`config.mk`:
```
export PLATFORM = sky130hd
export DESIGN_NAME = seg_sched_top
export DESIGN_NICKNAME = d
export VERILOG_FILES = /design/src/rtl/seg_sched_pkg.sv /design/src/rtl/seg_sched_ctrl.sv /design/src/rtl/seg_sched_dp.sv /design/src/rtl/seg_sched_top.sv
export SDC_FILE = /design/constraint.sdc
export NUM_CORES = 1
export LEC_CHECK = 0
export BUFFER_PORTS_ARGS = -buffer_cell sky130_fd_sc_hd__buf_2
export CAP_MARGIN = 20
export CORE_MARGIN = 2
export CORE_UTILIZATION = 55
export CTS_CLUSTER_SIZE = 20
export DETAILED_ROUTE_END_ITERATION = 6
export GPL_TIMING_DRIVEN = 0
export PLACE_DENSITY = 0.87
export SETUP_SLACK_MARGIN = 0.3
export SYNTH_ARGS = -nofsm -noshare
export SYNTH_HDL_FRONTEND = slang
export SYNTH_HIERARCHICAL = 1
export SYNTH_SLANG_ARGS = --single-unit
```
`constraint.sdc`:
```
create_clock -name clk -period 4.6 [get_ports clk]
set_clock_uncertainty 0.15 [all_clocks]
set_input_delay 0.69 -clock clk [delete_from_list [all_inputs] [get_ports clk]]
set_output_delay 0.69 -clock clk [all_outputs]
set_load 0.005 [all_outputs]
```
`src/rtl/seg_sched_pkg.sv`:
```
package seg_sched_pkg;

  // strobes handed from control to datapath for the current input cycle
  typedef struct packed {
    logic accept;    // an input sample is taken this cycle
    logic toLaneB;   // the current segment belongs to lane B
    logic segStart;  // this sample opens a segment
  } sched_strobe_t;

endpackage

```
`src/rtl/seg_sched_ctrl.sv`:
```
module seg_sched_ctrl
  import seg_sched_pkg::*;
#(
  parameter int SEG_LEN = 256
) (
  input  logic          clk,
  input  logic          rst,
  input  logic          inValid,
  output sched_strobe_t strobe
);

  localparam int FRAME = 2 * SEG_LEN;
  localparam int CNT_W = $clog2(FRAME);
  localparam logic [CNT_W-1:0] LAST_POS = CNT_W'(FRAME - 1);
  localparam logic [CNT_W-1:0] HALF_POS = CNT_W'(SEG_LEN);

  // position inside one A+B segment pair; moves only on accepted samples
  logic [CNT_W-1:0] pairPos;

  always_ff @(posedge clk) begin
    if (rst) begin
      pairPos <= '0;
    end else if (inValid) begin
      if (pairPos == LAST_POS) pairPos <= '0;
      else                     pairPos <= pairPos + 1'b1;
    end
  end

  always_comb begin
    strobe.accept   = inValid;
    strobe.toLaneB  = (pairPos >= HALF_POS);
    strobe.segStart = (pairPos == '0) || (pairPos == HALF_POS);
  end

endmodule

```
`src/rtl/seg_sched_dp.sv`:
```
module seg_sched_dp
  import seg_sched_pkg::*;
#(
  parameter int IN_W      = 12,
  parameter int RES_W     = 20,
  parameter int ALIGN_DLY = 8
) (
  input  logic                   clk,
  input  logic                   rst,
  input  sched_strobe_t          strobe,
  input  logic [IN_W-1:0]        inData,
  output logic [1:0]             laneValid,
  output logic [1:0][IN_W-1:0]   laneData,
  output logic [1:0]             laneStart,
  output logic [1:0]             alignStart,
  input  logic                   resAValid,
  input  logic [RES_W-1:0]       resAData,
  input  logic                   resBValid,
  input  logic [RES_W-1:0]       resBData,
  output logic                   outValid,
  output logic [RES_W+1:0]       outData
);

  localparam int OUT_W = RES_W + 2;

  // lane registers: the owning lane takes the sample, the other takes zero
  for (genvar g = 0; g < 2; g++) begin : g_lane
    logic ownsSeg;
    assign ownsSeg = (g == 1) ? strobe.toLaneB : !strobe.toLaneB;

    always_ff @(posedge clk) begin
      if (rst) begin
        laneValid[g] <= 1'b0;
        laneData[g]  <= '0;
        laneStart[g] <= 1'b0;
      end else begin
        laneValid[g] <= strobe.accept;
        laneData[g]  <= (strobe.accept && ownsSeg) ? inData : '0;
        laneStart[g] <= strobe.accept && ownsSeg && strobe.segStart;
      end
    end
  end

  // alignment delay on the start pulses
  if (ALIGN_DLY == 0) begin : g_nodly
    assign alignStart = laneStart;
  end else begin : g_dly
    logic [1:0][ALIGN_DLY-1:0] dlyLine;
    for (genvar g = 0; g < 2; g++) begin : g_tap
      always_ff @(posedge clk) begin
        if (rst) dlyLine[g] <= '0;
        else if (ALIGN_DLY == 1) dlyLine[g] <= laneStart[g];
        else dlyLine[g] <= {dlyLine[g][ALIGN_DLY-2:0], laneStart[g]};
      end
      assign alignStart[g] = dlyLine[g][ALIGN_DLY-1];
    end
  end

  // overlap-add of the two result streams
  logic signed [OUT_W-1:0] addA, addB;
  assign addA = resAValid ? OUT_W'(signed'(resAData)) : '0;
  assign addB = resBValid ? OUT_W'(signed'(resBData)) : '0;

  always_ff @(posedge clk) begin
    if (rst) begin
      outValid <= 1'b0;
      outData  <= '0;
    end else begin
      outValid <= resAValid | resBValid;
      outData  <= addA + addB;
    end
  end

endmodule

```
`src/rtl/seg_sched_top.sv`:
```
module seg_sched_top
  import seg_sched_pkg::*;
#(
  parameter int SEG_LEN   = 256,
  parameter int IN_W      = 12,
  parameter int RES_W     = 20,
  parameter int ALIGN_DLY = 8
) (
  input  logic             clk,
  input  logic             rst,
  input  logic             inValid,
  input  logic [IN_W-1:0]  inData,
  output logic             laneAValid,
  output logic [IN_W-1:0]  laneAData,
  output logic             laneAStart,
  output logic             laneBValid,
  output logic [IN_W-1:0]  laneBData,
  output logic             laneBStart,
  output logic             alignStartA,
  output logic             alignStartB,
  input  logic             resAValid,
  input  logic [RES_W-1:0] resAData,
  input  logic             resBValid,
  input  logic [RES_W-1:0] resBData,
  output logic             outValid,
  output logic [RES_W+1:0] outData
);

  sched_strobe_t           strobe;
  logic [1:0]              laneValid;
  logic [1:0][IN_W-1:0]    laneData;
  logic [1:0]              laneStart;
  logic [1:0]              alignStart;

  seg_sched_ctrl #(.SEG_LEN(SEG_LEN)) ctrl_i (
    .clk     (clk),
    .rst     (rst),
    .inValid (inValid),
    .strobe  (strobe)
  );

  seg_sched_dp #(.IN_W(IN_W), .RES_W(RES_W), .ALIGN_DLY(ALIGN_DLY)) dp_i (
    .clk        (clk),
    .rst        (rst),
    .strobe     (strobe),
    .inData     (inData),
    .laneValid  (laneValid),
    .laneData   (laneData),
    .laneStart  (laneStart),
    .alignStart (alignStart),
    .resAValid  (resAValid),
    .resAData   (resAData),
    .resBValid  (resBValid),
    .resBData   (resBData),
    .outValid   (outValid),
    .outData    (outData)
  );

  assign laneAValid  = laneValid[0];
  assign laneAData   = laneData[0];
  assign laneAStart  = laneStart[0];
  assign laneBValid  = laneValid[1];
  assign laneBData   = laneData[1];
  assign laneBStart  = laneStart[1];
  assign alignStartA = alignStart[0];
  assign alignStartB = alignStart[1];

endmodule

```
==> metrics.csv, run 1 <==
stage;metric;value;unit
drt;DRC viols;0;
drt;first-pass iteration count of the detailed router;4;
synth;Synth area leaders;dfxtp_1 (43%), and2_1 (9.3%), ha_1 (8.5%), nor2b_1 (4.4%), nor2_1 (3.5%);
timing;WHS;291;ps
worst_setup_path;WP data arrival;3190;ps
cts;PostCTS Resize Cnt;0;
synth;synthesis warning total;6;
synth;Yosys top cell by area;dfxtp_1;
synth;mapped cell area;3520;sq um
die;core region area;6280;sq um
synth;cell count after synthesis;380;
final_layout;Finished Cell Area;4360;sq um
final_layout;Synth-to-Final Area Change;24.0;%
synth;most numerous cell in the Yosys netlist;dfxtp_1;
die;die height;84.0;um
timing;Final Hold Fails;0;
final_layout;share of post-route cells with drive strength above 1;0.280;
worst_setup_path;Bufs and invs on worst path;3;
worst_setup_path;Top delay family on crit path;adder cells;
cts;clk sinks;75;
final_layout;Final nets;581;
drt;drt initial violations;118;
cts;Num CTS Buffers;9;
global_routing;initial antenna violation count;0;
worst_setup_path;cells along the critical path;buf_2 -> clkbuf_1 -> and2_1 -> ha_1 -> inv_1 -> fa_1 -> nor2b_1 -> o31a_1 -> o21ai_0 -> nand2b_1 -> a41oi_1 -> mux2_2;
synth;top cells by count, synth;dfxtp_1 (75), and2_1 (52), nor2_1 (33);
timing;unrepaired setup endpoints after global routing;no;
synth;Seq/Total Area, Yosys;0.427;
worst_setup_path;Crit. End Element;flip-flop;
die;Die Width;84.0;um
worst_setup_path;CP Class;in -> reg;
outcome;status;finished, final reports clean;
drt;routed wire length;8020;um
timing;Setup-failing EPs final;0;
die;Initial Util;0.560;
timing;Max Fclk;322;MHz
synth;EDFF count, synth;0;
worst_setup_path;slowest stage delay, CP;400;ps
final_layout;Ant. Diodes;0;
timing;min cycle time layout;3100;ps
synth;Distinct cells, synth;48;
timing;Worst Setup Slack, final;1500;ps
synth;Post-Synthesis Net Count;462;
synth;Primary FF master, synth;dfxtp_1;
timing;worst-margin pin slew;514;ps
global_routing;first-pass GRT wire length;13300;um
timing;max_slew headroom;0.658;
synth;post-synth top area share;0.427;
hold_path;worst min-delay path category;reg -> reg;
placed_design;I/O Buffers;108;
cts;CTS root buf;clkbuf_8;
pwr;Leakage;2.17;nW
cts;CTS Hold Bufs;0;
cts;clk_lat worst skew;360;ps
worst_setup_path;R2R Setup Slk;2900;ps
timing;Final Max Slew Viols;0;
worst_setup_path;Max stage delay cell, worst path;fa_1;
cts;Max H-tree Level;3;
worst_setup_path;CP Launch Type;primary input;
die;I/O Pins;110;
run;max_cap viols;0;
cts;Worst-path clk slew;80;ps
drt;Antenna Violating Nets Remaining;0;
cts;CTS tree;built;
drt;Vias/cell;5.29;
placed_design;pre-CTS setup slack;1140;ps
timing;Fin Setup TNS;0;ps
drt;vias post-DR;3076;
die;Die Area;7050;sq um
drt;DR WL/cell;13.8;um
global_routing;pin count of the biggest net entering global routing;16;
cts;Setup Buffers After CTS;0;
synth;Seq cells post-synth;75;
global_routing;gr usage total;0.237;
placed_design;GPL Wtd Cong;0.914;
global_routing;total global routing overflow;0;
pwr;Power per Cell Area;324;nW/um^2
placed_design;placed instance area;4150;sq um
synth;Synth async-reset ratio;0;
worst_setup_path;worst-path maximum fanout;10;
worst_setup_path;Required @ worst endpoint;4690;ps
die;Site Rows;29;
placed_design;hpwl dp;6200;um
timing;Tcrit/Tclk final;0.675;
global_routing;vias in the first global route;2945;
cts;clock buffer depth;2;
pwr;Peak VDD IR;242;uV
synth;Mapped Avg Cell Area;9.25;sq um
-- layout by cell type, fill, tap and decap left out, types with 6 or more instances in the layout --
| cell type | instances |
|---|---|
| buf_2 | 108 |
| dfxtp_1 | 75 |
| and2_1 | 52 |
| nor2_1 | 33 |
| nor2b_1 | 25 |
| ha_1 | 24 |
| a21oi_1 | 17 |
| o21ai_0 | 15 |
| and3_1 | 15 |
| clkbuf_1 | 14 |
| nand2_1 | 12 |
| inv_1 | 10 |
| clkbuf_8 | 9 |
| a21o_1 | 9 |
| xnor2_1 | 9 |
| nand3_1 | 6 |
| or3_1 | 6 |
-- per-stage QoR --
step                power (mW)  instances  utilization
CTS                       1.42        581        0.694
global route              1.48        581        0.694
detailed placement       0.902        565        0.662
floorplan                0.825        380            -
finish                    1.41        581        0.694
global placement         0.895        565        0.662
-- layer usage --
layer  global-route usage  wire [um]
met3               0.0574        431
met5                    0          0
met1                0.295       3480
met4                0.104        190
met2                0.388       3920
-- registers in the layout, indices dropped and copies added (netlist names) --
signal / count
ctrl_i/pairPos: 9
dp_i/alignStart: 2
dp_i/g_dly.dlyLine: 14
dp_i/laneData: 24
dp_i/laneStart: 2
dp_i/laneValid: 1
dp_i/outData: 22
dp_i/outValid: 1
-- cell families (layout without fill, tap and decap cells) --
logic type | Yosys count | in the layout | synth area share
flip-flops | 75 | 75 | 0.427
buffers and inverters | 30 | 154 | 0.0384
AO/OA/AOI/OAI | 66 | 66 | 0.128
XOR/XNOR | 13 | 13 | 0.0324
multiplexers | 7 | 7 | 0.0214
AND/OR/NAND/NOR | 164 | 164 | 0.261
adder cells (fa/ha/maj) | 25 | 25 | 0.0911
-- worst paths after layout --
path | from | endpoint | cells past startpoint
worst max-delay path | resAValid | dp_i/outData[10] | 12
worst min-delay path | dp_i/g_dly.dlyLine[13] | dp_i/g_dly.dlyLine[14] | 1
worst max register to register | ctrl_i/pairPos[0] | ctrl_i/pairPos[3] | 6
worst min register to register | dp_i/g_dly.dlyLine[13] | dp_i/g_dly.dlyLine[14] | 1
-- area by class of cell --
| cell class | instances | area, sq um |
|---|---|---|
| Sequential cell | 75 | 1500 |
| Clock buffer | 9 | 124 |
| Multi-Input combinational cell | 275 | 1880 |
| Buffer | 20 | 97.6 |
| Fill cell | 495 | 1920 |
| Clock inverter | 7 | 82.6 |
| Tap cell | 77 | 96.3 |
| Inverter | 10 | 37.5 |
| Timing Repair Buffer | 108 | 541 |
-- power breakdown --
| part | leakage, nW | internal (mW) | switching [mW] | total [mW] |
|---|---|---|---|---|
| clock network | 0.0984 | 0.259 | 0.264 | 0.523 |
| logic | 1.46 | 0.0981 | 0.107 | 0.206 |
| registers | 0.613 | 0.675 | 0.00834 | 0.683 |
No activity file was read; power rests on OpenSTA's default activity.
==> run 2, diff against run 1 <==
Settings changed: CORE_UTILIZATION 55 to 46, PLACE_DENSITY 0.87 to 0.78.
Clock period 4.6 ns to 2.65 ns, I/O delays scaled along.
==> run 2 against run 1 <==
Design area is 7.9% higher. Largest cell class unchanged. Register-to-register slack worse by 2000 ps. Highest routed layer unchanged. Wire length is 9.2% higher. Global-route usage is 2.1 points lower. First-iteration DRC count is 3.4% higher. Core utilization is 5.3 points lower.
==> metrics.csv, run 2 (synthesis results as in run 1) <==
stage;metric;value;unit;change
hold_path;Worst Hold Endpoint;dp_i/laneData[1];;was dp_i/g_dly.dlyLine[14]
outcome;status;finished, final reports clean;;unchanged
cts;clock buffer depth;2;;unchanged
die;Initial Util;0.480;;was 0.560
cts;clk_lat worst skew;350;ps;was 360 ps
drt;Vias/cell;5.07;;was 5.29
final_layout;commonest non-fill, non-tap cell in the layout;buf_2;;unchanged
pwr;Power per Cell Area;554;nW/um^2;was 324 nW/um^2
timing;Final Hold Fails;0;;unchanged
worst_setup_path;r2r endpoint;ctrl_i/pairPos[3];;unchanged
timing;unrepaired setup endpoints after global routing;yes;;was no
timing;Max Fclk;423;MHz;
global_routing;initial antenna violation count;0;;unchanged
final_layout;Finished Cell Area;4700;sq um;was 4360 sq um
worst_setup_path;Critical R2R Launch;ctrl_i/pairPos[0];;unchanged
global_routing;pin count of the biggest net entering global routing;16;;unchanged
cts;Max H-tree Level;3;;unchanged
final_layout;max FFs per register;24;;unchanged
placed_design;placed insts;587;;was 565
drt;wire length on met2;4320;um;was 3920 um
cts;CTS root buf;clkbuf_8;;unchanged
die;core region area;7330;sq um;was 6280 sq um
timing;Tcrit/Tclk final;0.893;;
timing;worst-margin pin slew;490;ps;was 514 ps
timing;Worst Setup Slack, final;283;ps;was 1500 ps
worst_setup_path;Max stage delay cell, worst path;ha_1;;was fa_1
placed_design;hpwl dp;6320;um;was 6200 um
placed_design;I/O Buffers;108;;unchanged
timing;max_slew headroom;0.673;;was 0.658
cts;CTS tree;built;;unchanged
global_routing;gr usage total;0.216;;was 0.237
final_layout;Most flops, register;dp_i/laneData;;unchanged
drt;uppermost layer routed;met4;;unchanged
hold_path;worst min-delay path category;in -> reg;;was reg -> reg
cts;CTS Hold Bufs;0;;unchanged
final_layout;Layout fillers;629;;was 495
worst_setup_path;cells along the critical path;buf_6 -> buf_8 -> and2_1 -> ha_1 -> nor2b_4 -> o31a_1 -> o21ai_1 -> nand2b_1 -> a41oi_2 -> mux2_4;;was buf_2 -> clkbuf_1 -> and2_1 -> ha_1 -> inv_1 -> fa_1 -> nor2b_1 -> o31a_1 -> o21ai_0 -> nand2b_1 -> a41oi_1 -> mux2_2
global_routing;vias in the first global route;3141;;was 2,945
worst_setup_path;CP Class;in -> reg;;unchanged
final_layout;Post-Layout Cell Count;615;;was 581
worst_setup_path;Bufs and invs on worst path;2;;was 3
final_layout;Ant. Diodes;0;;unchanged
timing;Final Max Slew Viols;0;;unchanged
global_routing;total global routing overflow;0;;unchanged
hold_path;hold path start;inData[1];;was dp_i/g_dly.dlyLine[13]
cts;Worst-path clk slew;80;ps;about the same
worst_setup_path;WP depth;10;;was 12
pwr;Leakage;2.31;nW;was 2.17 nW
run;max_cap viols;0;;unchanged
worst_setup_path;R2R Setup Slk;940;ps;was 2900 ps
worst_setup_path;WP data arrival;2460;ps;was 3190 ps
worst_setup_path;Crit. End Element;flip-flop;;unchanged
final_layout;share of post-route cells with drive strength above 1;0.353;;was 0.280
drt;routed wire length;8760;um;was 8020 um
die;I/O Pins;110;;unchanged
cts;clk sinks;75;;unchanged
drt;Post-Route M1 WL;3750;um;was 3480 um
timing;Setup-failing EPs final;0;;unchanged
worst_setup_path;slowest stage delay, CP;350;ps;was 400 ps
placed_design;GPL Wtd Cong;0.862;;was 0.914
final_layout;Final nets;593;;was 581
placed_design;placed instance area;4220;sq um;was 4150 sq um
drt;Antenna Violating Nets Remaining;0;;unchanged
drt;DRC viols;0;;unchanged
placed_design;pre-CTS setup slack;-440;ps;was 1140 ps
worst_setup_path;Required @ worst endpoint;2740;ps;was 4690 ps
final_layout;Synth-to-Final Area Change;33.8;%;was 24.0%
worst_setup_path;Top delay family on crit path;compound AO/OA/AOI/OAI gates;;was adder cells
worst_setup_path;CP Launch Type;primary input;;unchanged
worst_setup_path;worst r2r path cells;6;;unchanged
die;Site Rows;31;;was 29
die;die height;91.4;um;was 84.0 um
hold_path;hold depth;2;;was 1
drt;drt initial violations;122;;was 118
final_layout;commonest non-fill, non-tap cells in the layout;buf_2 (107), dfxtp_1 (75), and2_1 (49);;was buf_2 (108), dfxtp_1 (75), and2_1 (52)
timing;min cycle time layout;2370;ps;
worst_setup_path;worst-path maximum fanout;5;;was 10
drt;wire length on met3;560;um;was 431 um
die;Die Area;8360;sq um;was 7050 sq um
global_routing;first-pass GRT wire length;14400;um;was 13,300 um
drt;DR WL/cell;14.2;um;was 13.8 um
drt;vias post-DR;3121;;was 3,076
pwr;Peak VDD IR;502;uV;was 242 uV
worst_setup_path;Critical Path Start;resAValid;;unchanged
drt;first-pass iteration count of the detailed router;4;;unchanged
die;Die Width;91.4;um;was 84.0 um
cts;Num CTS Buffers;9;;unchanged
timing;Fin Setup TNS;0;ps;unchanged
final_layout;biggest regs;dp_i/laneData: 24 flops, dp_i/outData: 22 flops, dp_i/g_dly.dlyLine: 14 flops;;unchanged
final_layout;Util after Layout;0.642;;was 0.694
[run 2: cell types whose count changed in the layout (fill, tap and decap cells not counted), sizes merged]
cell,change
buf,+13
bufinv,+1
clkbuf,-1
clkinvlp,-2
inv,+1
[run 2: through the flow]
step                      hold slack (ps)  total power, mW
after global placement                268             1.57
final                                 103             2.60
after CTS                            90.1             2.61
after global routing                 79.5             2.73
after floorplan                       264             1.44
after detailed placement              274             1.58
[run 2: layer usage]
metal	track usage	vias up
met3	0.0598	9
met2	0.368	110
met4	0.0833	0
li1	-	1550
met5	0	-
met1	0.256	1452
[run 2: area by class of cell]
cell class	count	area, sq um	share of cell area
multi-input cells	275	2040	0.433
inverters	10	37.5	0.00798
clock inverters	7	106	0.0226
well taps	99	124	0.0263
flip-flops and latches	75	1500	0.319
clock buffers	9	124	0.0263
repair buffers	120	647	0.138
plain buffers	20	125	0.0266
[run 2: worst max-delay path by stage]
stage	slack [ps]	endpoint
6_report	280	dp_i/outData[10]
5_1_grt	230	dp_i/outData[19]
4_1_cts	230	dp_i/outData[19]
3_5_place_dp	-440	dp_i/outData[19]
3_3_place_gp	-400	dp_i/outData[19]
2_1_floorplan	120	dp_i/outData[19]
[run 2: report_power, final]
| group | internal (mW) | switching [mW] | total (mW) |
|---|---|---|---|
| registers | 1.17 | 0.0137 | 1.19 |
| logic | 0.202 | 0.214 | 0.416 |
| clock network | 0.548 | 0.455 | 1.00 |
| total | 1.92 | 0.683 | 2.60 |
[run 2: what timing repair did]
| item | 4_1_cts | 5_1_grt |
|---|---|---|
| pin swaps | 8 | 15 |
| endpoints found under the setup margin | 13 | 12 |
| setup buffers | 6 | 4 |
| cloned | 2 | 0 |
| gates resized for setup | 18 | 24 |
